--- config.mk ---
export PLATFORM = sky130hd
export DESIGN_NAME = doorbell_pair
export DESIGN_NICKNAME = d
export VERILOG_FILES = /design/src/rtl/dbell_pkg.sv /design/src/rtl/dbell_arbiter.sv /design/src/rtl/dbell_bits.sv /design/src/rtl/dbell_port.sv /design/src/rtl/doorbell_pair.sv
export SDC_FILE = /design/constraint.sdc
export NUM_CORES = 1
export LEC_CHECK = 0
export ABC_CLOCK_PERIOD_IN_PS = 2200
export BUFFER_PORTS_ARGS = -buffer_cell sky130_fd_sc_hd__buf_2
export CAP_MARGIN = 10
export CORE_MARGIN = 5
export CORE_UTILIZATION = 30
export DETAILED_ROUTE_END_ITERATION = 8
export GPL_TIMING_DRIVEN = 1
export SLEW_MARGIN = 20
export SYNTH_ARGS = -nofsm -noshare
export SYNTH_HDL_FRONTEND = slang
export SYNTH_SLANG_ARGS = --single-unit
--- constraint.sdc ---
create_clock -name clk -period 2.2 [get_ports clk]
set_clock_uncertainty 0.15 [all_clocks]
set_input_delay 0.11 -clock clk [delete_from_list [all_inputs] [get_ports clk]]
set_output_delay 0.11 -clock clk [all_outputs]
set_load 0.005 [all_outputs]
--- src/rtl/dbell_pkg.sv ---
package dbell_pkg;

  typedef enum logic [1:0] {
    SEL_DOWN = 2'd0,
    SEL_UP   = 2'd1,
    SEL_CTRL = 2'd2,
    SEL_VOID = 2'd3
  } dbell_sel_e;

  typedef enum logic [1:0] {
    OWN_IDLE  = 2'd0,
    OWN_HOST  = 2'd1,
    OWN_LOCAL = 2'd2
  } dbell_owner_e;

  localparam int unsigned CTRL_W      = 2;
  localparam int unsigned CTRL_EN_LOC = 0;
  localparam int unsigned CTRL_EN_HST = 1;

endpackage

--- src/rtl/dbell_arbiter.sv ---
module dbell_arbiter
  import dbell_pkg::*;
#(
  parameter bit HOST_FIRST = 1'b1
) (
  input  logic         clk,
  input  logic         rst_n,
  input  logic         h_req,
  input  logic         l_req,
  output logic         h_grant,
  output logic         l_grant,
  output dbell_owner_e owner_q
);

  dbell_owner_e owner_d;
  logic         host_keeps;
  logic         local_keeps;
  logic         fresh_clash;

  // the current owner keeps the grant as long as its request stays up
  assign host_keeps  = (owner_q == OWN_HOST)  && h_req;
  assign local_keeps = (owner_q == OWN_LOCAL) && l_req;
  assign fresh_clash = h_req && l_req && !host_keeps && !local_keeps;

  always_comb begin
    h_grant = 1'b0;
    l_grant = 1'b0;
    if (host_keeps) begin
      h_grant = 1'b1;
    end else if (local_keeps) begin
      l_grant = 1'b1;
    end else if (fresh_clash) begin
      if (HOST_FIRST) h_grant = 1'b1;
      else            l_grant = 1'b1;
    end else if (h_req) begin
      h_grant = 1'b1;
    end else if (l_req) begin
      l_grant = 1'b1;
    end
  end

  always_comb begin
    if (h_grant)      owner_d = OWN_HOST;
    else if (l_grant) owner_d = OWN_LOCAL;
    else              owner_d = OWN_IDLE;
  end

  always_ff @(posedge clk) begin
    if (!rst_n) owner_q <= OWN_IDLE;
    else        owner_q <= owner_d;
  end

endmodule

--- src/rtl/dbell_bits.sv ---
module dbell_bits #(
  parameter int unsigned DW = 32
) (
  input  logic          clk,
  input  logic          rst_n,
  input  logic          set_en,
  input  logic [DW-1:0] set_mask,
  input  logic          clr_en,
  input  logic [DW-1:0] clr_mask,
  output logic [DW-1:0] q
);

  logic [DW-1:0] set_hit;
  logic [DW-1:0] clr_hit;

  assign set_hit = set_en ? set_mask : '0;
  assign clr_hit = clr_en ? clr_mask : '0;

  // per-bit storage; a set beats a clear so no notification is dropped
  for (genvar b = 0; b < DW; b++) begin : g_bit
    always_ff @(posedge clk) begin
      if (!rst_n)          q[b] <= 1'b0;
      else if (set_hit[b]) q[b] <= 1'b1;
      else if (clr_hit[b]) q[b] <= 1'b0;
    end
  end

endmodule

--- src/rtl/dbell_port.sv ---
module dbell_port
  import dbell_pkg::*;
#(
  parameter int unsigned DW = 32
) (
  input  logic                req,
  input  logic                we,
  input  logic [1:0]          sel,
  input  logic [DW-1:0]       wdata,
  input  logic                grant,
  input  logic [DW-1:0]       down_q,
  input  logic [DW-1:0]       up_q,
  input  logic [CTRL_W-1:0]   ctrl_q,
  output logic                wr_down,
  output logic                wr_up,
  output logic                wr_ctrl,
  output logic                refused,
  output logic [DW-1:0]       rdata
);

  logic served_wr;

  function automatic logic [DW-1:0] pick_read(
    input logic [1:0]        s,
    input logic [DW-1:0]     dq,
    input logic [DW-1:0]     uq,
    input logic [CTRL_W-1:0] cq
  );
    logic [DW-1:0] r;
    case (dbell_sel_e'(s))
      SEL_DOWN: r = dq;
      SEL_UP:   r = uq;
      SEL_CTRL: r = {{(DW-CTRL_W){1'b0}}, cq};
      default:  r = '0;
    endcase
    return r;
  endfunction

  assign served_wr = req && grant && we;
  assign wr_down   = served_wr && (sel == SEL_DOWN);
  assign wr_up     = served_wr && (sel == SEL_UP);
  assign wr_ctrl   = served_wr && (sel == SEL_CTRL);
  assign refused   = req && !grant;
  assign rdata     = pick_read(sel, down_q, up_q, ctrl_q);

  logic unused_ok;
  assign unused_ok = ^wdata;

endmodule

--- src/rtl/doorbell_pair.sv ---
module doorbell_pair
  import dbell_pkg::*;
#(
  parameter int unsigned DW         = 32,
  parameter bit          HOST_FIRST = 1'b1
) (
  input  logic          clk,
  input  logic          rst_n,
  input  logic          h_req,
  input  logic          h_we,
  input  logic [1:0]    h_sel,
  input  logic [DW-1:0] h_wdata,
  output logic [DW-1:0] h_rdata,
  output logic          h_retry,
  output logic          h_irq,
  input  logic          l_req,
  input  logic          l_we,
  input  logic [1:0]    l_sel,
  input  logic [DW-1:0] l_wdata,
  output logic [DW-1:0] l_rdata,
  output logic          l_ready,
  output logic          l_irq
);

  // named internal events, visible to the bound checker
  logic              h_grant;
  logic              l_grant;
  dbell_owner_e      owner_q;
  logic [DW-1:0]     down_q;
  logic [DW-1:0]     up_q;
  logic [CTRL_W-1:0] ctrl_q;
  logic              h_wr_down, h_wr_up, h_wr_ctrl, h_refused;
  logic              l_wr_down, l_wr_up, l_wr_ctrl, l_refused;
  logic              en_local;
  logic              en_host;

  dbell_arbiter #(.HOST_FIRST(HOST_FIRST)) u_arb (
    .clk     (clk),
    .rst_n   (rst_n),
    .h_req   (h_req),
    .l_req   (l_req),
    .h_grant (h_grant),
    .l_grant (l_grant),
    .owner_q (owner_q)
  );

  dbell_port #(.DW(DW)) u_hport (
    .req     (h_req),
    .we      (h_we),
    .sel     (h_sel),
    .wdata   (h_wdata),
    .grant   (h_grant),
    .down_q  (down_q),
    .up_q    (up_q),
    .ctrl_q  (ctrl_q),
    .wr_down (h_wr_down),
    .wr_up   (h_wr_up),
    .wr_ctrl (h_wr_ctrl),
    .refused (h_refused),
    .rdata   (h_rdata)
  );

  dbell_port #(.DW(DW)) u_lport (
    .req     (l_req),
    .we      (l_we),
    .sel     (l_sel),
    .wdata   (l_wdata),
    .grant   (l_grant),
    .down_q  (down_q),
    .up_q    (up_q),
    .ctrl_q  (ctrl_q),
    .wr_down (l_wr_down),
    .wr_up   (l_wr_up),
    .wr_ctrl (l_wr_ctrl),
    .refused (l_refused),
    .rdata   (l_rdata)
  );

  // downstream: host raises, local acknowledges
  dbell_bits #(.DW(DW)) u_down (
    .clk      (clk),
    .rst_n    (rst_n),
    .set_en   (h_wr_down),
    .set_mask (h_wdata),
    .clr_en   (l_wr_down),
    .clr_mask (l_wdata),
    .q        (down_q)
  );

  // upstream: local raises, host acknowledges
  dbell_bits #(.DW(DW)) u_up (
    .clk      (clk),
    .rst_n    (rst_n),
    .set_en   (l_wr_up),
    .set_mask (l_wdata),
    .clr_en   (h_wr_up),
    .clr_mask (h_wdata),
    .q        (up_q)
  );

  always_ff @(posedge clk) begin
    if (!rst_n)         ctrl_q <= '0;
    else if (h_wr_ctrl) ctrl_q <= h_wdata[CTRL_W-1:0];
    else if (l_wr_ctrl) ctrl_q <= l_wdata[CTRL_W-1:0];
  end

  assign en_local = ctrl_q[CTRL_EN_LOC];
  assign en_host  = ctrl_q[CTRL_EN_HST];

  assign l_irq   = en_local && (|down_q);
  assign h_irq   = en_host  && (|up_q);
  assign h_retry = h_refused;
  assign l_ready = !l_refused;

endmodule

Word level (Yosys, flattened, before mapping)
Index checks and enable logic that the tools add are counted.
{"block": "totals", "input_bits": 74, "reg_bits": 68}
{"block": "classes", "n_mux": 147, "reduce_logical": 94, "n_eq_ne": 6, "bitwise": 1}
{"operator": "32-bit case mux with 3 select lines", "count": 2}
{"operator": "1-bit two-way mux", "count": 138}
{"operator": "2-bit nonzero test", "count": 65}
{"operator": "32-bit two-way mux", "count": 4}
{"operator": "32-bit OR reduction", "count": 2}
{"operator": "1-bit logical AND", "count": 19}
{"operator": "2-bit by 1-bit == test with 1-bit output, second input constant", "count": 3}
{"operator": "2-bit == test, second input constant", "count": 3}
{"operator": "2-bit two-way mux", "count": 3}
{"operator": "1-bit logical NOT", "count": 5}
{"operator": "2-bit logical NOT", "count": 2}
{"operator": "2-bit OR reduction", "count": 1}
{"operator": "1-bit NOT", "count": 1}

Logic depth before layout (Yosys ltp)
Gate-level depths: netlist (run 1).
{"block": "depth", "word_depth": 14, "depth_mapped": 6, "depth_no_buf": 4}

By module
A second synthesis (run 1) with hierarchy kept.
{"block": "hier_totals", "hier_cells": 480, "area_unflattened_um2": 4180.3}
{"module": "dbell_bits", "area_each_um2": 1346.3, "seq_area_each_um2": 640.6, "cells_each": 141, "n_inst": 2}
{"module": "dbell_port", "area_each_um2": 579.3, "seq_area_each_um2": 0.0, "cells_each": 78, "n_inst": 2}
{"module": "doorbell_pair", "area_each_um2": 246.5, "seq_area_each_um2": 40.0, "cells_each": 33, "n_inst": 1}
{"module": "dbell_arbiter", "area_each_um2": 82.6, "seq_area_each_um2": 40.0, "cells_each": 9, "n_inst": 1}

Worst setup path before layout (run 1)
No wires, ideal clock.
{"block": "synth_path", "path_type": "reg-to-reg", "start": "reg u_arb.owner_q[0]", "end": "reg u_down.q[0]", "period_less_slack_ns": 1.678, "path_stages_with_launch": 6, "path_buffers": 1, "slack_ns": 0.522, "setup_time_ns": 0.117, "arrival_time_ns": 1.411, "cell_sequence": "dfxtp_1 -> nand2b_1 -> a2111oi_4 -> buf_4 -> nand2_1 -> a32o_1"}
{"block": "synth_via", "elab_chain_cells": 13, "word_cells_on_any_way": 24, "classes_between": "2 x eq/ne; 9 x mux; 13 x reduce/logical"}
{"item": "from (decl)", "line": "dbell_arbiter.sv:12", "text": "output dbell_owner_e owner_q"}
{"item": "from (signal assigned)", "line": "dbell_arbiter.sv:50", "text": "else owner_q <= owner_d;"}
{"item": "2-bit by 1-bit == test with 1-bit output", "line": "dbell_arbiter.sv:21", "text": "assign host_keeps = (owner_q == OWN_HOST) && h_req;"}
{"item": "1-bit logical AND", "line": "dbell_arbiter.sv:21"}
{"item": "1-bit logical NOT", "line": "dbell_arbiter.sv:23", "text": "assign fresh_clash = h_req && l_req && !host_keeps && !local_keeps;"}
{"item": "1-bit logical AND (2 in series)", "line": "dbell_arbiter.sv:23"}
{"item": "1-bit two-way mux", "line": "dbell_arbiter.sv:32", "text": "end else if (fresh_clash) begin"}
{"item": "1-bit two-way mux", "line": "dbell_arbiter.sv:30", "text": "end else if (local_keeps) begin"}
{"item": "1-bit two-way mux", "line": "dbell_arbiter.sv:28", "text": "if (host_keeps) begin"}
{"item": "1-bit logical AND (2 in series)", "line": "dbell_port.sv:39", "text": "assign served_wr = req && grant && we;"}
{"item": "1-bit logical AND", "line": "dbell_port.sv:40", "text": "assign wr_down = served_wr && (sel == SEL_DOWN);"}
{"item": "32-bit two-way mux (on tied branches)", "line": "dbell_bits.sv:16, dbell_bits.sv:17"}
{"item": "1-bit two-way mux / 2-bit nonzero test (equally long branches)"}
{"item": "to (signal, indexed assignment)", "line": "dbell_bits.sv:22", "text": "if (!rst_n) q[b] <= 1'b0;"}
{"item": "to (signal, indexed assignment)", "line": "dbell_bits.sv:23", "text": "else if (set_hit[b]) q[b] <= 1'b1;"}
{"item": "to (signal, indexed assignment)", "line": "dbell_bits.sv:24", "text": "else if (clr_hit[b]) q[b] <= 1'b0;"}
{"item": "to (decl)", "line": "dbell_bits.sv:10", "text": "output logic [DW-1:0] q"}
Several ways; a longest one is shown, not always the timed one.
A chain may end at the register's enable or synchronous reset.

Final worst setup path (run 1)
{"block": "layout_path", "start": "reg u_down.q[10]", "end": "out l_irq"}
{"block": "layout_via", "elab_chain_cells": 2}
{"item": "32-bit OR reduction", "line": "doorbell_pair.sv:110", "text": "assign l_irq = en_local && (|down_q);"}
{"item": "1-bit logical AND", "line": "doorbell_pair.sv:110"}
{"item": "to (decl)", "line": "doorbell_pair.sv:22", "text": "output logic l_irq"}
No other way between the ends.

==> flow_metrics.tcl, run 1 <==
set metrics [dict create \
    status "finished clean" \
    postSynthCellCount 414 \
    syn_nets 488 \
    rr_endpoint "ctrl_q[0]$_SDFFE_PN0P_" \
    gp_congestion 0.820 \
    ios 142 \
    path_clk_slew_ps 60 \
    setup_tns_ps 0 \
    cp-start-kind "flop" \
    die_x_um 121 \
    worstRegToRegCells 4 \
    synth-seq-area-share 0.369 \
    irDropWorstVdd_mv 0.290 \
    grt_max_degree 39 \
    drtIter0Drc 308 \
    cts_resized 0 \
    syn2layout_area_growth_pct 49.4 \
    design.core.area_mm2 0.0120 \
    cts_sinks 68 \
    dr_total_vias 4119 \
    rr_startpoint "u_arb.owner_q[0]$_SDFF_PN0_" \
    fin_hold_ws_ps 68.2 \
    viasPerCell 5.43 \
    cts_tree "yes" \
    min_period_over_period 0.868 \
    grt_use_total 0.197 \
    ctsHtreeMaxLevel 3 \
    setup-violations-final 0 \
    slowest_stage "nor4_1" \
    setup_slack_ps 290 \
    crit_chain "nor4_1, nand4_1, o21a_1, buf_2" \
    cts_hold_buffers 66 \
    relSlewSlack 0.640 \
    endpoint_kind "output port" \
    finalHoldViolCount 0 \
    ys_types 28 \
    die_area_mm2 0.0146 \
    critPathMaxFanout 4 \
    nNetsFinal 681 \
    r2r_slack_ps 350 \
    start_util 0.307 \
    place_hpwl_mm 9.89 \
    powerDensity_mw_per_mm2 597 \
    antenna_found_initial 0 \
    max_stage_delay_ps 420 \
    critical_path.startpoint "u_down.q[10]$_SDFFE_PN0P_" \
    grt_first_pass_wirelength_mm 22.8 \
    tightest_slew_ps 539 \
    place_ws_ps 356 \
    critPathRequiredTime_ps 1940 \
    min_period_ps 1910 \
    leakagePower_uw 0.00248 \
    root_buffer "clkbuf_16" \
    antenna_cells 0 \
    grt_pass1_vias 4392 \
    drc 0 \
    ctsLongestPathBuffers 2 \
    ys_ff_latch 68 \
    yosysWarnings 0 \
    die_height_um 121 \
    arrival_ps 1650 \
    portBuffers 141 \
    totalWireLength_mm 14.5 \
    wl_per_cell_um 19.1 \
    critPathKind "reg2out" \
    first_pass_iters 7 \
    cts_made_buffers 9 \
    antenna_left 0 \
    endpoint "l_irq" \
    drive_gt1_frac 0.281 \
    maxCapViolCount 0 \
    std_cell_rows 40 \
    fin_util 0.459 \
    max_freq_mhz 524 \
    syn_area_per_cell_um2 8.91 \
    syn_area_mm2 0.00369 \
    insertion_delay_ps 330 \
    postCtsSetupBuffers 0 \
    rsz0062_at_grt "no" \
    slew_violations 0 \
    p_total_uw 3290 \
    hp-class "in2reg" \
    overflow 0 \
]
power breakdown:
part | internal [uW] | switching (uW)
clock | 1020 | 543
sequential | 1260 | 27.5
combinational | 221 | 220
Yosys cell counts, drive strengths merged:
library cell | instances | area share
nand3 | 2 | 0.0027
nand2 | 70 | 0.071
nor3b | 1 | 0.0020
nand3b | 1 | 0.0020
nor4 | 16 | 0.027
o21ai | 4 | 0.0054
buf | 21 | 0.033
and2 | 2 | 0.0034
mux2i | 64 | 0.17
a21boi | 1 | 0.0020
nand4 | 4 | 0.0068
nor2 | 61 | 0.062
nor2b | 2 | 0.0034
nand2b | 1 | 0.0017
a2111oi | 2 | 0.010
dfxtp | 68 | 0.37
a311o | 2 | 0.0054
clkbuf | 16 | 0.016
o21a | 2 | 0.0041
a32o | 64 | 0.17
inv | 1 | 0.0010
and3 | 5 | 0.0085
and3b | 1 | 0.0024
nor4b | 2 | 0.011
and4 | 1 | 0.0024
worst max-delay path: cells and delay by family, from the launching register on:
| kind | cells | cell delay [ps] |
|---|---|---|
| AOI/OAI and AO/OA | 1 | 220 |
| DFF | 1 | 340 |
| buffers and inverters | 1 | 140 |
| and+or+nand+nor | 2 | 630 |
how the worst min path moves through the flow:
stage           startpoint                          end  slack (ps)  cells after the start
2_1_floorplan   h_wdata[0]     u_down.q[0]$_SDFFE_PN0P_          90                      1
3_3_place_gp   h_wdata[13]    u_down.q[13]$_SDFFE_PN0P_         190                      2
3_5_place_dp   l_wdata[25]      u_up.q[25]$_SDFFE_PN0P_         190                      2
4_1_cts              l_req  u_arb.owner_q[0]$_SDFF_PN0_          60                      3
5_1_grt              l_req  u_arb.owner_q[1]$_SDFF_PP0_          90                      3
6_report             l_req  u_arb.owner_q[0]$_SDFF_PN0_          70                      3
cell families after synthesis:
logic type             count (synthesis)  share of synthesized area
AO/OA/AOI/OAI                         75                      0.201
AND/OR/NAND/NOR                      169                      0.206
multiplexers                          64                      0.174
buffers and inverters                 38                     0.0499
flip-flops                            68                      0.369
registers in the layout, summed over array words and instances, names as in the netlist:
name,flops
u_down.q,32
u_up.q,32
ctrl_q,2
u_arb.owner_q,2
stage by stage:
step | area (um2) | cells
final | 5510 | 759
after global routing | 5510 | 759
after CTS | 5510 | 759
after detailed placement | 4520 | 677
after global placement | 4520 | 677
after floorplan | 3690 | 414
cells in the final DEF (no fill, tap or decap), types with 4 or more instances in the layout:
master,instances
a32o_1,64
and3_1,5
buf_2,141
buf_4,10
clkbuf_16,9
dfxtp_1,68
dlygate4sd3_1,66
mux2i_1,64
nand2_1,70
nand4_1,4
nor2_1,61
nor4_1,16
o21ai_1,4
cell type report:
type / instances / area (um2)
Sequential cell: 68 / 1360
Tap cell: 147 / 184
Fill cell: 1176 / 6500
Multi-Input combinational cell: 308 / 2150
Clock buffer: 10 / 239
Timing Repair Buffer: 219 / 1480
Inverter: 1 / 3.75
Clock inverter: 6 / 87.6
routing by layer:
layer	track usage	vias to the layer above	wire, um
met5	0	-	0
met4	0.0772	0	320
met3	0.0378	23	949
met2	0.335	192	6930
met1	0.244	1962	6320
li1	-	1942	-
Power figures use the tool's default switching activity.
==> run 2, diff against run 1 <==
ABC_AREA = 1   (was not set)
==> run 2 against run 1 <==
- final cell count rose by 27%
- via count grew 17%
- sequential power is essentially flat
- wire length grew 9.6%
- first-iteration DRC count rose by 13%
- synthesized cell count is 38% higher
- cell area up 8.2%
- die area increased by 8.0%
- register-to-register slack lost 220 ps
- sequential cell count unchanged
- critical path type is now reg2reg
- critical endpoint is now u_down.q[16]$_SDFFE_PN0P_
- largest cell class unchanged
- highest routed layer unchanged
==> flow_metrics.tcl, run 2 <==
set metrics [dict create \
    combPwrFrac 0.169 \
    r2r_slack_ps 130 \
    grt_max_degree 37 \
    die_height_um 126 \
    rr_startpoint "u_arb.owner_q[1]$_SDFF_PP0_" \
    cts_sinks 68 \
    synthTopCellsByCount "inv_1 (105), nand2_1 (83), dfxtp_1 (68)" \
    cts_tree "yes" \
    rr_endpoint "u_down.q[16]$_SDFFE_PN0P_" \
    place_ws_ps 545 \
    maxCapViolCount 0 \
    grt_use_total 0.200 \
    design.core.area_mm2 0.0132 \
    p_clk_frac 0.421 \
    die_x_um 126 \
    tightest_slew_ps 505 \
    arrival_ps 2190 \
    yosysWarnings 0 \
    final_common_cell "buf_2" \
    synth-main-ff-cell "dfxtp_1" \
    rsz0062_at_grt "no" \
    insertion_delay_ps 320 \
    min_period_ps 2070 \
    irDropWorstVdd_mv 0.328 \
    viasPerCell 4.99 \
    wl_per_cell_um 16.5 \
    first_pass_iters 5 \
    yosysMostFrequentCell "inv_1" \
    cp-start-kind "flop" \
    syn_area_per_cell_um2 7.04 \
    setup-violations-final 0 \
    grt_pass1_vias 4751 \
    endpoint_kind "flop" \
    netSwitchingPower_uw 866 \
    totalWireLength_mm 15.9 \
    fillers 1365 \
    ys_top_cells_by_area "dfxtp_1 (34%), inv_1 (9.8%), o22ai_1 (9.4%)" \
    place_hpwl_mm 11.1 \
    slew_violations 0 \
    mostFrequentLayoutCells "buf_2 (141), inv_1 (104), nand2_1 (83)" \
    syn_area_mm2 0.00401 \
    cts_made_buffers 9 \
    critPathRequiredTime_ps 2320 \
    p_seq_frac 0.410 \
    root_buffer "clkbuf_16" \
    top_regs "u_down.q x32, u_up.q x32" \
    syn_nets 644 \
    swShare 0.280 \
    internal_power_uw 2230 \
    std_cell_rows 42 \
    relSlewSlack 0.663 \
    drc 0 \
    postSynthCellCount 570 \
    drive_gt1_frac 0.312 \
    ctsHtreeMaxLevel 3 \
    overflow 0 \
    synth-seq-area-share 0.339 \
    synth.top_cell.area_share 0.339 \
    async_flop_share 0 \
    portBuffers 141 \
    path_clk_slew_ps 60 \
    hp-class "in2reg" \
    ios 142 \
    critPathKind "reg2reg" \
    setup_tns_ps 0 \
    powerDensity_mw_per_mm2 519 \
    max_freq_mhz 482 \
    leakagePower_uw 0.00255 \
    fin_hold_ws_ps 68.0 \
    gp_congestion 0.823 \
    ctsLongestPathBuffers 2 \
    syn2layout_area_growth_pct 48.6 \
    synth_top_area_cell "dfxtp_1" \
    antenna_left 0 \
    dr_total_vias 4809 \
    ys_ff_latch 68 \
    start_util 0.304 \
    worstRegToRegCells 9 \
    ys_types 27 \
    finalHoldViolCount 0 \
    antenna_cells 0 \
    critPathMaxFanout 7 \
    min_period_over_period 0.943 \
    setup_slack_ps 126 \
    synth-edff-count 0 \
    die_area_mm2 0.0158 \
    nNetsFinal 858 \
    drtIter0Drc 348 \
    antenna_found_initial 0 \
    hp-start "h_req" \
    grt_first_pass_wirelength_mm 25.4 \
    worstHoldEndpoint "u_arb.owner_q[1]$_SDFF_PP0_" \
    status "finished clean" \
    whs_path_depth 4 \
]
-- run 2: changes by cell type after synthesis, sizes merged, moves of 28 or more --
cell   previous run  this run
mux2i            64         0
o21ai             4        32
a32o             64         0
nor2             61        21
nand4             4        52
o22ai             0        60
inv               1       106
a21oi             0        65
nand2            70       115
-- run 2: cell families (layout without fill, tap and decap cells) --
family,Yosys count,count (layout),share of synthesized area
AOI/OAI and AO/OA,162,162,0.253
buffers and inverters,144,362,0.155
and+or+nand+nor,196,196,0.253
DFF,68,68,0.339
-- run 2: worst max path at each step --
stage	from	to	slack [ps]	cells after the start
finish	u_arb.owner_q[1]$_SDFF_PP0_	u_down.q[16]$_SDFFE_PN0P_	130	9
global route	u_arb.owner_q[1]$_SDFF_PP0_	u_up.q[18]$_SDFFE_PN0P_	7	8
CTS	u_arb.owner_q[1]$_SDFF_PP0_	u_down.q[16]$_SDFFE_PN0P_	50	9
detailed placement	u_arb.owner_q[0]$_SDFF_PN0_	u_up.q[24]$_SDFFE_PN0P_	540	8
global placement	u_arb.owner_q[0]$_SDFF_PN0_	u_up.q[23]$_SDFFE_PN0P_	580	8
floorplan	u_arb.owner_q[0]$_SDFF_PN0_	u_down.q[11]$_SDFFE_PN0P_	880	7
-- run 2: timing repair --
action | 4_1_cts | 5_1_grt
setup buffers | 0 | 3
resized for setup | 0 | 2
hold endpoints to repair | 67 | 0
hold buffers | 81 | 0
setup endpoints to repair | 0 | 14
-- run 2: cell type report --
cell class	count	area, um2	area share
Timing Repair Buffer	241	1690	0.283
Inverter	106	398	0.0668
Tap cell	176	220	0.0369
Clock inverter	6	32.5	0.00546
Clock buffer	9	225	0.0378
Sequential cell	68	1360	0.228
Multi-Input combinational cell	358	2040	0.342
-- run 2: per-layer routing --
metal	GRT usage	wire length (um)
met1	0.271	7040
met2	0.326	7530
met3	0.0419	1080
met4	0.0510	262
met5	0	0
-- run 2: stage by stage --
| stage | area (um2) | utilization | std cells | total power (uW) |
|---|---|---|---|---|
| CTS | 5930 | 0.450 | 961 | 3100 |
| global placement | 4860 | 0.369 | 865 | 1710 |
| finish | 5960 | 0.452 | 964 | 3090 |
| detailed placement | 4860 | 0.369 | 865 | 1710 |
| global route | 5960 | 0.452 | 964 | 3230 |
| floorplan | 4010 | - | 570 | 1520 |
-- run 2: worst max-delay path, cell delays in order (launching register included) --
cell and delay (ps):
dfxtp_1 310, nand2_1 80, nor2_2 70, nor2_8 80, nand2_1 90, nor2_4 260
buf_4 200, nand2_1 50, a21oi_1 150, dlygate4sd3_1 580
-- run 2: power groups by stage --
stage	clock, uW	combinational [uW]	sequential (uW)
after floorplan	0	226	1290
after global placement	0	417	1300
after detailed placement	0	418	1300
after CTS	1320	517	1270
after global routing	1380	573	1270
final	1300	523	1270
==> run 3, diff against run 2 <==
BUFFER_PORTS_ARGS = not set   (was -buffer_cell sky130_fd_sc_hd__buf_2)
DONT_BUFFER_PORTS = 1   (was not set)
==> run 3 against run 2 <==
- sequential cell count did not move
- cell area fell by 12%
- maximum frequency fell by 0.41%
- via count fell by 9.1%
- global-route usage rose by 0.49 points
- critical path depth rose by 1
- worst setup slack got worse by 8.6 ps
- sequential share of layout area rose by 3.1 points
- wire length rose by 3.0%
- core utilization fell by 5.4 points
- critical endpoint is now ctrl_q[1]$_SDFFE_PN0P_
- highest routed layer unchanged
==> flow_metrics.tcl, run 3 (synthesis results as in run 2) <==
set metrics [dict create \
    endpoint_kind "flop" \
    powerDensity_mw_per_mm2 607 \
    p_clk_frac 0.460 \
    irDropWorstVdd_mv 0.270 \
    antenna_cells 0 \
    antenna_left 0 \
    nNetsFinal 711 \
    status "finished clean" \
    overflow 0 \
    drc 0 \
    fin_cells 816 \
    start_util 0.304 \
    arrival_ps 2220 \
    tightest_slew_ps 881 \
    combPwrFrac 0.141 \
    slew_violations 0 \
    ctsHtreeMaxLevel 3 \
    drtIter0Drc 379 \
    die_x_um 126 \
    maxCapViolCount 0 \
    setup_tns_ps 0 \
    post-place-cells 720 \
    critPathKind "in2reg" \
    wl_per_cell_um 20.1 \
    mostFrequentLayoutCells "inv_1 (104), nand2_1 (83), dlygate4sd3_1 (81)" \
    totalWireLength_mm 16.4 \
    final_common_cell "inv_1" \
    internal_power_uw 2360 \
    leakagePower_uw 0.00180 \
    cts_tree "yes" \
    critPathMaxFanout 35 \
    slowest_stage "dlygate4sd3_1" \
    p_seq_frac 0.399 \
    drive_gt1_frac 0.152 \
    std_cell_rows 42 \
    relSlewSlack 0.411 \
    max_stage_delay_ps 580 \
    antenna_found_initial 0 \
    place_ws_ps 346 \
    critPathRequiredTime_ps 2330 \
    portBuffers 0 \
    ios 142 \
    design.core.area_mm2 0.0132 \
    crit_chain "dlygate4sd3_1, nand2_1, nor2_2, nor2_8, buf_4, nand4_1, nand3_1, nand2_1, dlygate4sd3_1, inv_1" \
    first_pass_iters 5 \
    finalHoldViolCount 0 \
    grt_pass1_vias 4451 \
    setup-violations-final 0 \
    place_hpwl_mm 11.1 \
    root_buffer "clkbuf_16" \
    swShare 0.260 \
    rsz0062_at_grt "no" \
    min_period_ps 2080 \
    ctsLongestPathBuffers 2 \
    min_period_over_period 0.947 \
    insertion_delay_ps 340 \
    placed_area_mm2 0.00413 \
    grt_max_degree 68 \
    postCtsSetupBuffers 0 \
    die_height_um 126 \
    max_freq_mhz 480 \
    gp_congestion 0.821 \
    setup_slack_ps 117 \
    grt_first_pass_wirelength_mm 25.4 \
    die_area_mm2 0.0158 \
    cp-start-kind "primary input" \
    netSwitchingPower_uw 830 \
    viasPerCell 5.36 \
    design_area_mm2 0.00525 \
    cts_made_buffers 9 \
    dr_total_vias 4373 \
    path_clk_slew_ps 50 \
    syn2layout_area_growth_pct 30.8 \
    grt_use_total 0.205 \
    cts_sinks 68 \
    hp-class "in2reg" \
    top_regs "u_down.q x32, u_up.q x32" \
]
run 3: cell types whose count changed in the layout (fill, tap and decap cells not counted), sizes merged:
cell / delta
buf: -147
bufinv: +1
clkbuf: +3
clkinv: -4
clkinvlp: -1
dlygate4sd3: +1
dlymetal6s4s: -1
run 3: power groups by stage:
stage / clock network (uW) / registers (uW) / logic [uW]
after floorplan: 0 / 1290 / 226
after global placement: 0 / 1300 / 296
after detailed placement: 0 / 1300 / 301
after CTS: 1490 / 1270 / 449
after global routing: 1550 / 1270 / 487
final: 1460 / 1270 / 450
run 3: final cells by class:
type / count / area (um2)
fill: 1330 / 7940
multi-input combinational: 358 / 2030
sequential: 68 / 1360
timing repair buffer: 94 / 946
inverter: 106 / 398
clock buffer: 12 / 256
tap: 176 / 220
clock inverter: 2 / 35.0
run 3: critical path, delay by kind of cell:
family	cells	cell delay, ps
buffers and inverters	4	1590
AND/OR/NAND/NOR	6	510
run 3: through the flow:
stage          total power [uW]  utilization  hold slack (ps)
2_1_floorplan              1520            -             57.6
3_3_place_gp               1590        0.313             68.2
3_5_place_dp               1600        0.313             69.0
4_1_cts                    3210        0.398             4.96
5_1_grt                    3310        0.398             45.5
6_report                   3180        0.398             26.9
run 3: metal layers:
metal / GRT usage / routed length (um)
met1: 0.251 / 6580
met2: 0.345 / 8050
met3: 0.0648 / 1550
met4: 0.0625 / 203
met5: 0 / 0
run 3: final timing paths:
kind | endpoint | cells past startpoint | startpoint | slack, ps
worst min-delay path | u_up.q[10]$_SDFFE_PN0P_ | 3 | rst_n | 30
worst max-delay path | ctrl_q[1]$_SDFFE_PN0P_ | 10 | l_req | 120
worst min register to register | u_up.q[6]$_SDFFE_PN0P_ | 2 | u_up.q[6]$_SDFFE_PN0P_ | 320
worst max register to register | ctrl_q[1]$_SDFFE_PN0P_ | 9 | u_arb.owner_q[1]$_SDFF_PP0_ | 170
run 3: timing repair:
action | CTS | global route
hold buffers | 82 | 0
hold endpoints to repair | 68 | 0
resized for setup | 0 | 0
endpoints found under the setup margin | 0 | 0
